==> src/rtl/cpr_pkg.sv <==
package cpr_pkg;
    localparam int DATA_W    = 8;
    localparam int BUS_AW    = 24;
    localparam int NUM_CH    = 8;
    localparam int CH_W      = $clog2(NUM_CH);
    localparam int NUM_BANKS = 4;
    localparam int IDX_W     = 3;

    localparam logic [15:0] WIN_BASE = 16'h4800;
    localparam logic [15:0] SNOOP_LO = 16'h4300;
    localparam logic [15:0] SNOOP_HI = 16'h437A;

    typedef enum logic [2:0] {
        FLD_NONE,
        FLD_ADDR0,
        FLD_ADDR1,
        FLD_ADDR2,
        FLD_LEN0,
        FLD_LEN1
    } snoop_fld_e;
endpackage

==> src/rtl/cpr_decode.sv <==
module cpr_decode
    import cpr_pkg::*;
(
    input  logic [BUS_AW-1:0] addr,
    input  logic              rd,
    input  logic              wr,
    output logic              own_rd,
    output logic              own_wr,
    output logic [IDX_W-1:0]  idx,
    output logic              snoop_wr,
    output logic [CH_W-1:0]   ch,
    output snoop_fld_e        fld,
    output logic              pass
);
    logic [7:0]  bank;
    logic [15:0] off;
    logic        bank_ok;
    logic        in_win;
    logic        readable;

    always_comb begin
        bank     = addr[BUS_AW-1:16];
        off      = addr[15:0];
        bank_ok  = (bank <= 8'h3F) || ((bank >= 8'h80) && (bank <= 8'hBF));
        in_win   = bank_ok && (off[15:IDX_W] == WIN_BASE[15:IDX_W]);
        idx      = off[IDX_W-1:0];
        readable = (idx != 3'd2) && (idx != 3'd3);
        own_rd   = rd && in_win && readable;
        own_wr   = wr && in_win;
        snoop_wr = wr && bank_ok && (off >= SNOOP_LO) && (off <= SNOOP_HI);
        ch       = off[4 +: CH_W];
        unique case (off[3:0])
            4'h2:    fld = FLD_ADDR0;
            4'h3:    fld = FLD_ADDR1;
            4'h4:    fld = FLD_ADDR2;
            4'h5:    fld = FLD_LEN0;
            4'h6:    fld = FLD_LEN1;
            default: fld = FLD_NONE;
        endcase
        pass = (rd && !own_rd) || (wr && !own_wr);
    end
endmodule

==> src/rtl/cpr_own_regs.sv <==
module cpr_own_regs #(
    parameter int DATA_W    = 8,
    parameter int NUM_BANKS = 4,
    parameter int IDX_W     = 3
) (
    input  logic                        clk,
    input  logic                        rst_n,
    input  logic                        own_wr,
    input  logic                        own_rd,
    input  logic [IDX_W-1:0]            idx,
    input  logic [DATA_W-1:0]           wdata,
    output logic [DATA_W-1:0]           en_o,
    output logic [DATA_W-1:0]           next_o,
    output logic [NUM_BANKS*DATA_W-1:0] bank_o,
    output logic [DATA_W-1:0]           rdata_o
);
    localparam int BSEL_W = $clog2(NUM_BANKS);

    typedef struct packed {
        logic [DATA_W-1:0]                 en;
        logic [DATA_W-1:0]                 nxt;
        logic [NUM_BANKS-1:0][DATA_W-1:0]  bank;
        logic [DATA_W-1:0]                 rdata;
    } own_st_t;

    own_st_t st_d, st_q, st_rst;

    always_comb begin
        st_rst = '0;
        for (int i = 0; i < NUM_BANKS; i++) begin
            st_rst.bank[i] = DATA_W'(i);
        end
    end

    always_comb begin
        st_d = st_q;
        if (own_wr) begin
            case (idx)
                3'd0: st_d.en  = wdata;
                3'd1: st_d.nxt = wdata;
                default: begin
                    if (idx[2]) begin
                        st_d.bank[idx[BSEL_W-1:0]] = wdata;
                    end
                end
            endcase
        end
        if (own_rd) begin
            case (idx)
                3'd0:    st_d.rdata = st_q.en;
                3'd1:    st_d.rdata = st_q.nxt;
                default: st_d.rdata = idx[2] ? st_q.bank[idx[BSEL_W-1:0]] : '0;
            endcase
        end
    end

    always_ff @(posedge clk) begin
        if (!rst_n) begin
            st_q <= st_rst;
        end else begin
            st_q <= st_d;
        end
    end

    assign en_o    = st_q.en;
    assign next_o  = st_q.nxt;
    assign bank_o  = st_q.bank;
    assign rdata_o = st_q.rdata;
endmodule

==> src/rtl/cpr_dma_shadow.sv <==
module cpr_dma_shadow
    import cpr_pkg::*;
#(
    parameter int NCH = 8,
    parameter int DW  = 8
) (
    input  logic                    clk,
    input  logic                    rst_n,
    input  logic                    snoop_wr,
    input  logic [$clog2(NCH)-1:0]  ch,
    input  snoop_fld_e              fld,
    input  logic [DW-1:0]           wdata,
    output logic [NCH*3*DW-1:0]     addr_o,
    output logic [NCH*2*DW-1:0]     len_o
);
    localparam int AW = 3 * DW;
    localparam int LW = 2 * DW;

    typedef struct packed {
        logic [AW-1:0] addr;
        logic [LW-1:0] len;
    } chan_t;

    for (genvar g = 0; g < NCH; g++) begin : g_ch
        chan_t c_d, c_q;
        logic  hit;

        always_comb begin
            hit = snoop_wr && (ch == g);
            c_d = c_q;
            if (hit) begin
                case (fld)
                    FLD_ADDR0: c_d.addr[DW-1:0]      = wdata;
                    FLD_ADDR1: c_d.addr[2*DW-1:DW]   = wdata;
                    FLD_ADDR2: c_d.addr[3*DW-1:2*DW] = wdata;
                    FLD_LEN0:  c_d.len[DW-1:0]       = wdata;
                    FLD_LEN1:  c_d.len[2*DW-1:DW]    = wdata;
                    default:   c_d = c_q;
                endcase
            end
        end

        always_ff @(posedge clk) begin
            if (!rst_n) begin
                c_q <= '0;
            end else begin
                c_q <= c_d;
            end
        end

        assign addr_o[g*AW +: AW] = c_q.addr;
        assign len_o[g*LW +: LW]  = c_q.len;
    end
endmodule

==> src/rtl/cpr_ctrl_regs.sv <==
module cpr_ctrl_regs
    import cpr_pkg::*;
#(
    parameter int DW = cpr_pkg::DATA_W,
    parameter int NB = cpr_pkg::NUM_BANKS,
    parameter int NC = cpr_pkg::NUM_CH
) (
    input  logic                 clk,
    input  logic                 rst_n,
    input  logic [BUS_AW-1:0]    bus_addr,
    input  logic [DW-1:0]        bus_wdata,
    input  logic                 bus_rd,
    input  logic                 bus_wr,
    output logic [DW-1:0]        bus_rdata,
    output logic                 passthru,
    output logic [DW-1:0]        dma_en_o,
    output logic [DW-1:0]        dma_next_o,
    output logic [NB*DW-1:0]     bank_sel_o,
    output logic [NC*3*DW-1:0]   dma_addr_o,
    output logic [NC*2*DW-1:0]   dma_len_o
);
    logic              own_rd, own_wr, snoop_wr;
    logic [IDX_W-1:0]  idx;
    logic [CH_W-1:0]   ch;
    snoop_fld_e        fld;

    cpr_decode u_dec (
        .addr     (bus_addr),
        .rd       (bus_rd),
        .wr       (bus_wr),
        .own_rd   (own_rd),
        .own_wr   (own_wr),
        .idx      (idx),
        .snoop_wr (snoop_wr),
        .ch       (ch),
        .fld      (fld),
        .pass     (passthru)
    );

    cpr_own_regs #(
        .DATA_W    (DW),
        .NUM_BANKS (NB),
        .IDX_W     (IDX_W)
    ) u_own (
        .clk     (clk),
        .rst_n   (rst_n),
        .own_wr  (own_wr),
        .own_rd  (own_rd),
        .idx     (idx),
        .wdata   (bus_wdata),
        .en_o    (dma_en_o),
        .next_o  (dma_next_o),
        .bank_o  (bank_sel_o),
        .rdata_o (bus_rdata)
    );

    cpr_dma_shadow #(
        .NCH (NC),
        .DW  (DW)
    ) u_shadow (
        .clk      (clk),
        .rst_n    (rst_n),
        .snoop_wr (snoop_wr),
        .ch       (ch),
        .fld      (fld),
        .wdata    (bus_wdata),
        .addr_o   (dma_addr_o),
        .len_o    (dma_len_o)
    );
endmodule

==> config.mk <==
export PLATFORM = sky130hd
export DESIGN_NAME = cpr_ctrl_regs
export DESIGN_NICKNAME = d
export VERILOG_FILES = /design/src/rtl/cpr_pkg.sv /design/src/rtl/cpr_decode.sv /design/src/rtl/cpr_own_regs.sv /design/src/rtl/cpr_dma_shadow.sv /design/src/rtl/cpr_ctrl_regs.sv
export SDC_FILE = /design/constraint.sdc
export NUM_CORES = 1
export LEC_CHECK = 0
export CAP_MARGIN = 20
export CORE_ASPECT_RATIO = 0.7
export CORE_UTILIZATION = 48
export CTS_CLUSTER_SIZE = 25
export DETAILED_ROUTE_END_ITERATION = 8
export GPL_ROUTABILITY_DRIVEN = 0
export HOLD_SLACK_MARGIN = 0.15
export PLACE_DENSITY = 0.83
export SLEW_MARGIN = 25
export SYNTH_ARGS = -nofsm -noshare
export SYNTH_HDL_FRONTEND = slang
export SYNTH_SLANG_ARGS = --single-unit
==> constraint.sdc <==
create_clock -name clk -period 3.5 [get_ports clk]
set_clock_uncertainty 0.2 [all_clocks]
set_input_delay 0.7 -clock clk [delete_from_list [all_inputs] [get_ports clk]]
set_output_delay 0.7 -clock clk [all_outputs]
set_load 0.1 [all_outputs]
==> metrics.txt, run 1 <==
pwr dens 439 nW/um^2; Crit path max-delay family buffers and inverters; sequential area share after synthesis between 50% and 60%; crit path cell chain clkdlybuf4s50_1 -> nor4b_1 -> buf_4 -> and4_1 -> and2_1 -> nor2_4 -> buf_12; Met3 Wirelength ~4500 microns; pre-CTS setup slack 90.5 ps; status complete, no violations; slew of the pin with the lowest slew margin 719 ps; DRT met1 WL 19,600 microns; Comb pwr share between 3 and 4%; HP Class reg2reg; Pins Over Slew Limit 0; routed len/inst 20.6 microns; cell internal pwr 0.00663 W; most common cell after layout, fill and taps aside buf_4; CTS Sinks 376; worst-path maximum fanout 4; Port Buffer Count approximately 410; Die Y 147 microns; DR iter-0 viols 775; Tmin final 3330 ps; root buffer cell clkbuf_16; drt first pass iters 5; Lkg Pwr 8.94 nW; Final nets 1,822; Synth Register Bits 376; layout cell share with drive strength beyond 1 31.5%; post-synth cell types 39; H-tree levels 2; Endpoint, Worst Hold u_shadow.addr_o[113]; Syn Inst Count 1,370; max incr delay on CP 530 ps; Final ANT Viol Nets 0; hold-critical path depth 2; clock network power share 46.0%; CTS tree yes; Critical-path top delay cell clkdlybuf4s50_1; most frequent cells in the layout 439 x buf_4, 377 x nand2_1, 376 x dfxtp_1; Setup CP Type in2out; setup slack, reg-to-reg 1960 ps; full die area 30,600 sq um; yosys warns 0; Antenna diodes 0; Final setup viols 0; Syn Area/Cell 10.5 sq um; post-cts resize count 0; Max Freq 0.301 GHz; RSZ-0062 raised after global routing no; initial antenna violation count 0; initial core utilization approximately 49%; drt via density 5.32; total congestion overflow 0; Sw Pwr 0.00189 W; Post-CTS Setup Bufs 0; core area just under 30,000 sq um; Area Growth Syn to Fin 35.3%; Syn Std Cell Area ~14,000 sq um; Sum Neg Setup Slack 0 ps; setup ws final 174 ps; Reg2Reg Launch Point u_own.next_o[1]; clk slew on worst S/H paths 60 ps; largest net degree at the start of global routing between 150 and 200; total number of vias 11.6k; CTS Buffer Depth 3; FP Rows 52; Post-route DRC 0; Post-DP HPWL 31,500 microns; die outline width between 200 and 250 microns; Hold Path Origin u_shadow.addr_o[113]; Flop pwr share between 50 and 60%; Synth Net Count 1,406; Hold Buf Count CTS 0; worst rel slew slack a little over half; reg2reg end u_own.rdata_o[1]; Final period util 95.0%; number of global-route vias before repair 11.6k; global-route wire length before repair around 70,000 microns; Critical Path AT 2430 ps; sw frac between 20% and 30%; WP buf/inv 3; CP startpoint kind input pin; MaxCap Viol Count 0; final wirelength 45,100 microns; Max Used Layer met4; DR WL met2 between 15,000 and 20,000 microns; Num CTS Buffers 36; final hold vios 0; CP endpoint kind output pin; clock latency on the worst-skew pair 520 ps; Worst IR Drop VDD about 410 uV; gr usage total 28.8%; I/O pin cnt ~410; Worst EP required 2600 ps; reg2reg path depth 4
[power by group through the flow]
stage,combinational [W],clock (W),sequential (W)
2_1_floorplan,0.000174,0,0.00437
3_3_place_gp,0.000316,0,0.00437
6_report,0.000321,0.00392,0.00428
3_5_place_dp,0.000318,0,0.00437
4_1_cts,0.000319,0.00397,0.00428
5_1_grt,0.000337,0.00414,0.00427
[state kept, by name, summed over array words and instances, names as in the netlist]
register / cells
u_shadow.len_o: 128
u_own.next_o: 8
u_own.en_o: 8
u_own.bank_o: 32
u_shadow.addr_o: 192
u_own.rdata_o: 8
[per-stage QoR]
step	cells	power [W]	utilization (%)	hold slack [ps]	cell area (sq um)
3_5_place_dp	2126	0.00469	62.6	246	18200
5_1_grt	2189	0.00875	66.6	271	19400
4_1_cts	2189	0.00857	66.6	258	19400
6_report	2189	0.00852	66.6	256	19400
2_1_floorplan	1370	0.00455	-	677	14400
3_3_place_gp	2126	0.00469	62.6	242	18200
[worst max-delay path by stage]
| stage | to | slack [ps] | depth (start not counted) | start |
|---|---|---|---|---|
| finish | passthru | 170 | 7 | bus_addr[6] |
| global route | passthru | 110 | 7 | bus_addr[6] |
| CTS | passthru | 200 | 7 | bus_addr[6] |
| detailed placement | u_shadow.addr_o[156] | 90 | 6 | bus_addr[7] |
| global placement | u_shadow.addr_o[156] | 160 | 6 | bus_addr[7] |
| floorplan | passthru | 260 | 6 | bus_addr[1] |
[layer usage]
layer / vias to the layer above / track usage (%)
met1: 5672 / 37.0
li1: 5455 / -
met2: 431 / 44.8
met4: 0 / 9.04
met3: 79 / 10.7
met5: - / 0
[worst reg2reg max path, stage by stage (launching register included)]
cell and delay [ps]:
dfxtp_1 350, mux2_2 290, a222oi_1 340, nand3_1 120, o211a_1 130
[kinds of logic after synthesis]
family | after synthesis | synth area share (%)
AOI/OAI and AO/OA | 18 | 1.20
buffers and inverters | 100 | 2.73
DFF | 376 | 52.5
muxes | 392 | 27.6
and+or+nand+nor | 484 | 16.0
[cell type report]
| class | instances | area (sq um) |
|---|---|---|
| Clock buffer | 55 | 1070 |
| Clock inverter | 8 | 97.6 |
| Fill cell | 2246 | 9740 |
| Inverter | 2 | 7.51 |
| Multi-Input combinational cell | 894 | 6470 |
| Sequential cell | 376 | 7530 |
| Tap cell | 378 | 473 |
| Timing Repair Buffer | 476 | 3760 |
[synth_stat cells, drive strengths merged]
library cell	n	area (sq um)
nor2b	9	56.3
nor2	8	37.5
dfxtp	376	7530
a21boi	1	7.51
nor4b	2	17.5
mux2i	368	3680
nand2	386	1450
a222oi	8	80.1
inv	2	7.51
nand4	3	18.8
clkbuf	87	327
or3	1	11.3
nand2b	5	31.3
nand3	24	120
mux2	24	270
and3	2	12.5
or4b	1	10.0
and2	3	18.8
nor3b	2	15.0
or4	3	26.3
nand4b	1	8.76
nor4bb	1	10.0
and4	1	8.76
buf	11	57.6
nor4	13	214
o211a	8	80.1
nor3	18	228
a21oi	1	5.00
or2	1	6.26
Note: power is estimated with default switching activity, not from simulation.
==> inputs of run 2 (changes only) <==
--- a/config.mk
+++ b/config.mk
@@ -7,12 +7,13 @@
 export LEC_CHECK = 0
 export CAP_MARGIN = 20
 export CORE_ASPECT_RATIO = 0.7
-export CORE_UTILIZATION = 48
+export CORE_UTILIZATION = 49
+export CTS_BUF_LIST = sky130_fd_sc_hd__clkbuf_8
 export CTS_CLUSTER_SIZE = 25
 export DETAILED_ROUTE_END_ITERATION = 8
 export GPL_ROUTABILITY_DRIVEN = 0
 export HOLD_SLACK_MARGIN = 0.15
-export PLACE_DENSITY = 0.83
+export PLACE_DENSITY = 0.84
 export SLEW_MARGIN = 25
 export SYNTH_ARGS = -nofsm -noshare
 export SYNTH_HDL_FRONTEND = slang
==> metrics.txt, run 2 (synthesis results as in run 1) <==
Tmin final 3340 ps (+18.3 ps); Die Y 145 microns (-1.0%); CTS Buffer Depth 3 (unchanged); fillcell total 2,203 (-1.9%); Sw Pwr 0.00195 W (+3.0%); RSZ-0062 raised after global routing no; CP endpoint kind output pin; CP startpoint kind input pin; Antenna diodes 0 (unchanged); root buffer cell clkbuf_8; HP Class reg2reg; global-route wire length before repair 67,200 microns (-1.4%); Num CTS Buffers 55 (+53%); critical path launch point bus_addr[6]; Sum Neg Setup Slack 0 ps (unchanged); sw frac 23.3% (+1.1 points); Post-CTS Setup Bufs 0 (unchanged); Flop pwr share 51.1% (+0.9 points); worst rel slew slack 33.8% (-18 points); CTS Sinks 376 (unchanged); clk slew on worst S/H paths 60 ps (about the same); Max Freq 0.299 GHz (-0.55%); final wirelength 45,100 microns (-0.21%); fin area 19,400 sq um (+0.10%); pwr dens 431 nW/um^2 (-1.9%); Final nets 1,840 (+0.99%); most frequent cells in the layout 438 x buf_4, 377 x nand2_1, 376 x dfxtp_1; clock latency on the worst-skew pair 590 ps (+70 ps); gr usage total 29.1% (+0.37 points); post-cts resize count 0 (unchanged); slew of the pin with the lowest slew margin 989 ps (+269 ps); Final setup viols 0 (unchanged); total number of vias 11.7k (+0.43%); Pins Over Slew Limit 0 (unchanged); Final period util 95.5% (+0.52 points); Worst IR Drop VDD 336 uV (-19%); final hold vios 0 (unchanged); DR iter-0 viols 752 (-3.0%); H-tree levels 2 (unchanged); Post-DP HPWL 31,100 microns (-1.1%); cell internal pwr 0.00642 W (-3.1%); status finished, violations left; max reg flops 192 (unchanged); drt first pass iters 7 (+2); Reg2Reg Launch Point u_own.en_o[6]; setup slack, reg-to-reg 1960 ps (about the same); Port Buffer Count 405 (unchanged); core area 28,800 sq um (-1.1%); placed cell area 18,200 sq um (about the same); Critical Path AT 2440 ps (about the same); worst-path maximum fanout 4 (unchanged); drt via density 5.25 (-1.2%); I/O pin cnt 413 (unchanged); Post-route DRC 26 (+26); MaxCap Viol Count 0 (unchanged); full die area 30,000 sq um (-2.0%); total congestion overflow 0 (unchanged); Area Growth Syn to Fin 35.4%; Worst EP required 2600 ps (about the same); Final ANT Viol Nets 0 (unchanged); clock network power share 45.0% (-1.0 points); initial antenna violation count 0 (unchanged); routed len/inst 20.2 microns (-1.9%); Comb pwr share 3.8% (about the same); initial core utilization 49.8% (+0.56 points); Lkg Pwr 9.03 nW (+0.94%); most common cell after layout, fill and taps aside buf_4; number of global-route vias before repair 11.4k (-1.5%); Setup CP Type in2out; die outline width 207 microns (-1.0%); CTS tree yes; CP endpoint passthru; FP Rows 52 (unchanged); largest net degree at the start of global routing 151 (-1.9%); layout cell share with drive strength beyond 1 32.6% (+1.2 points); reg2reg end u_own.rdata_o[6]; reg2reg path depth 4 (unchanged); Hold Buf Count CTS 0 (unchanged); failing checks design-rule violations
-- run 2: cell types whose count changed in the layout (fill, tap and decap cells not counted), sizes merged --
cell      delta
bufinv       +2
clkbuf      +13
clkinv       +6
buf          -1
clkinvlp     +3
inv         +14
-- run 2: per-layer routing --
layer / global-route usage (%) / vias to the layer above / routed length, microns
met2: 44.4 / 457 / 20000
li1: - / 5519 / -
met3: 10.2 / 82 / 4320
met4: 9.26 / 0 / 1220
met5: 0 / - / 0
met1: 38.3 / 5629 / 19600
-- run 2: worst min-delay path by stage --
stage	cells after the start	slack (ps)	startpoint	to
floorplan	2	680	bus_wdata[1]	u_own.bank_o[17]
global placement	2	240	u_shadow.addr_o[125]	u_shadow.addr_o[125]
detailed placement	2	250	u_shadow.len_o[109]	u_shadow.len_o[109]
CTS	2	260	u_shadow.len_o[114]	u_shadow.len_o[114]
global route	2	270	u_shadow.addr_o[144]	u_shadow.addr_o[144]
finish	2	260	u_shadow.len_o[78]	u_shadow.len_o[78]
-- run 2: layout make-up --
cell class	count	area (sq um)	area share [%]
Sequential cell	376	7530	38.7
Multi-Input combinational cell	894	6470	33.3
Timing Repair Buffer	475	3750	19.3
Clock buffer	68	936	4.82
Tap cell	378	473	2.43
Clock inverter	33	263	1.35
Inverter	2	7.51	0.0386
-- run 2: per-stage QoR --
stage | std cells | hold WS, ps | utilization [%] | setup WS, ps | power, W
floorplan | 1370 | 677 | - | 263 | 0.00455
global placement | 2125 | 242 | 63.3 | 158 | 0.00469
detailed placement | 2125 | 247 | 63.3 | 41.6 | 0.00469
CTS | 2226 | 258 | 67.4 | 146 | 0.00842
global route | 2226 | 269 | 67.4 | 104 | 0.00864
finish | 2226 | 256 | 67.4 | 156 | 0.00837
-- run 2: power groups by stage --
stage                     Clock (W)  Combinational, W  Sequential [W]
after floorplan                   0          0.000174         0.00437
after global placement            0          0.000317         0.00437
after detailed placement          0          0.000320         0.00437
after CTS                   0.00382          0.000320         0.00428
after global routing        0.00403          0.000338         0.00427
final                       0.00377          0.000322         0.00428
-- run 2: worst max-delay path: stages --
cell and delay, ps:
clkdlybuf4s50_1 530, nor4b_1 350, buf_4 180, and4_1 230
and2_1 220, nor2_4 60, buf_12 170
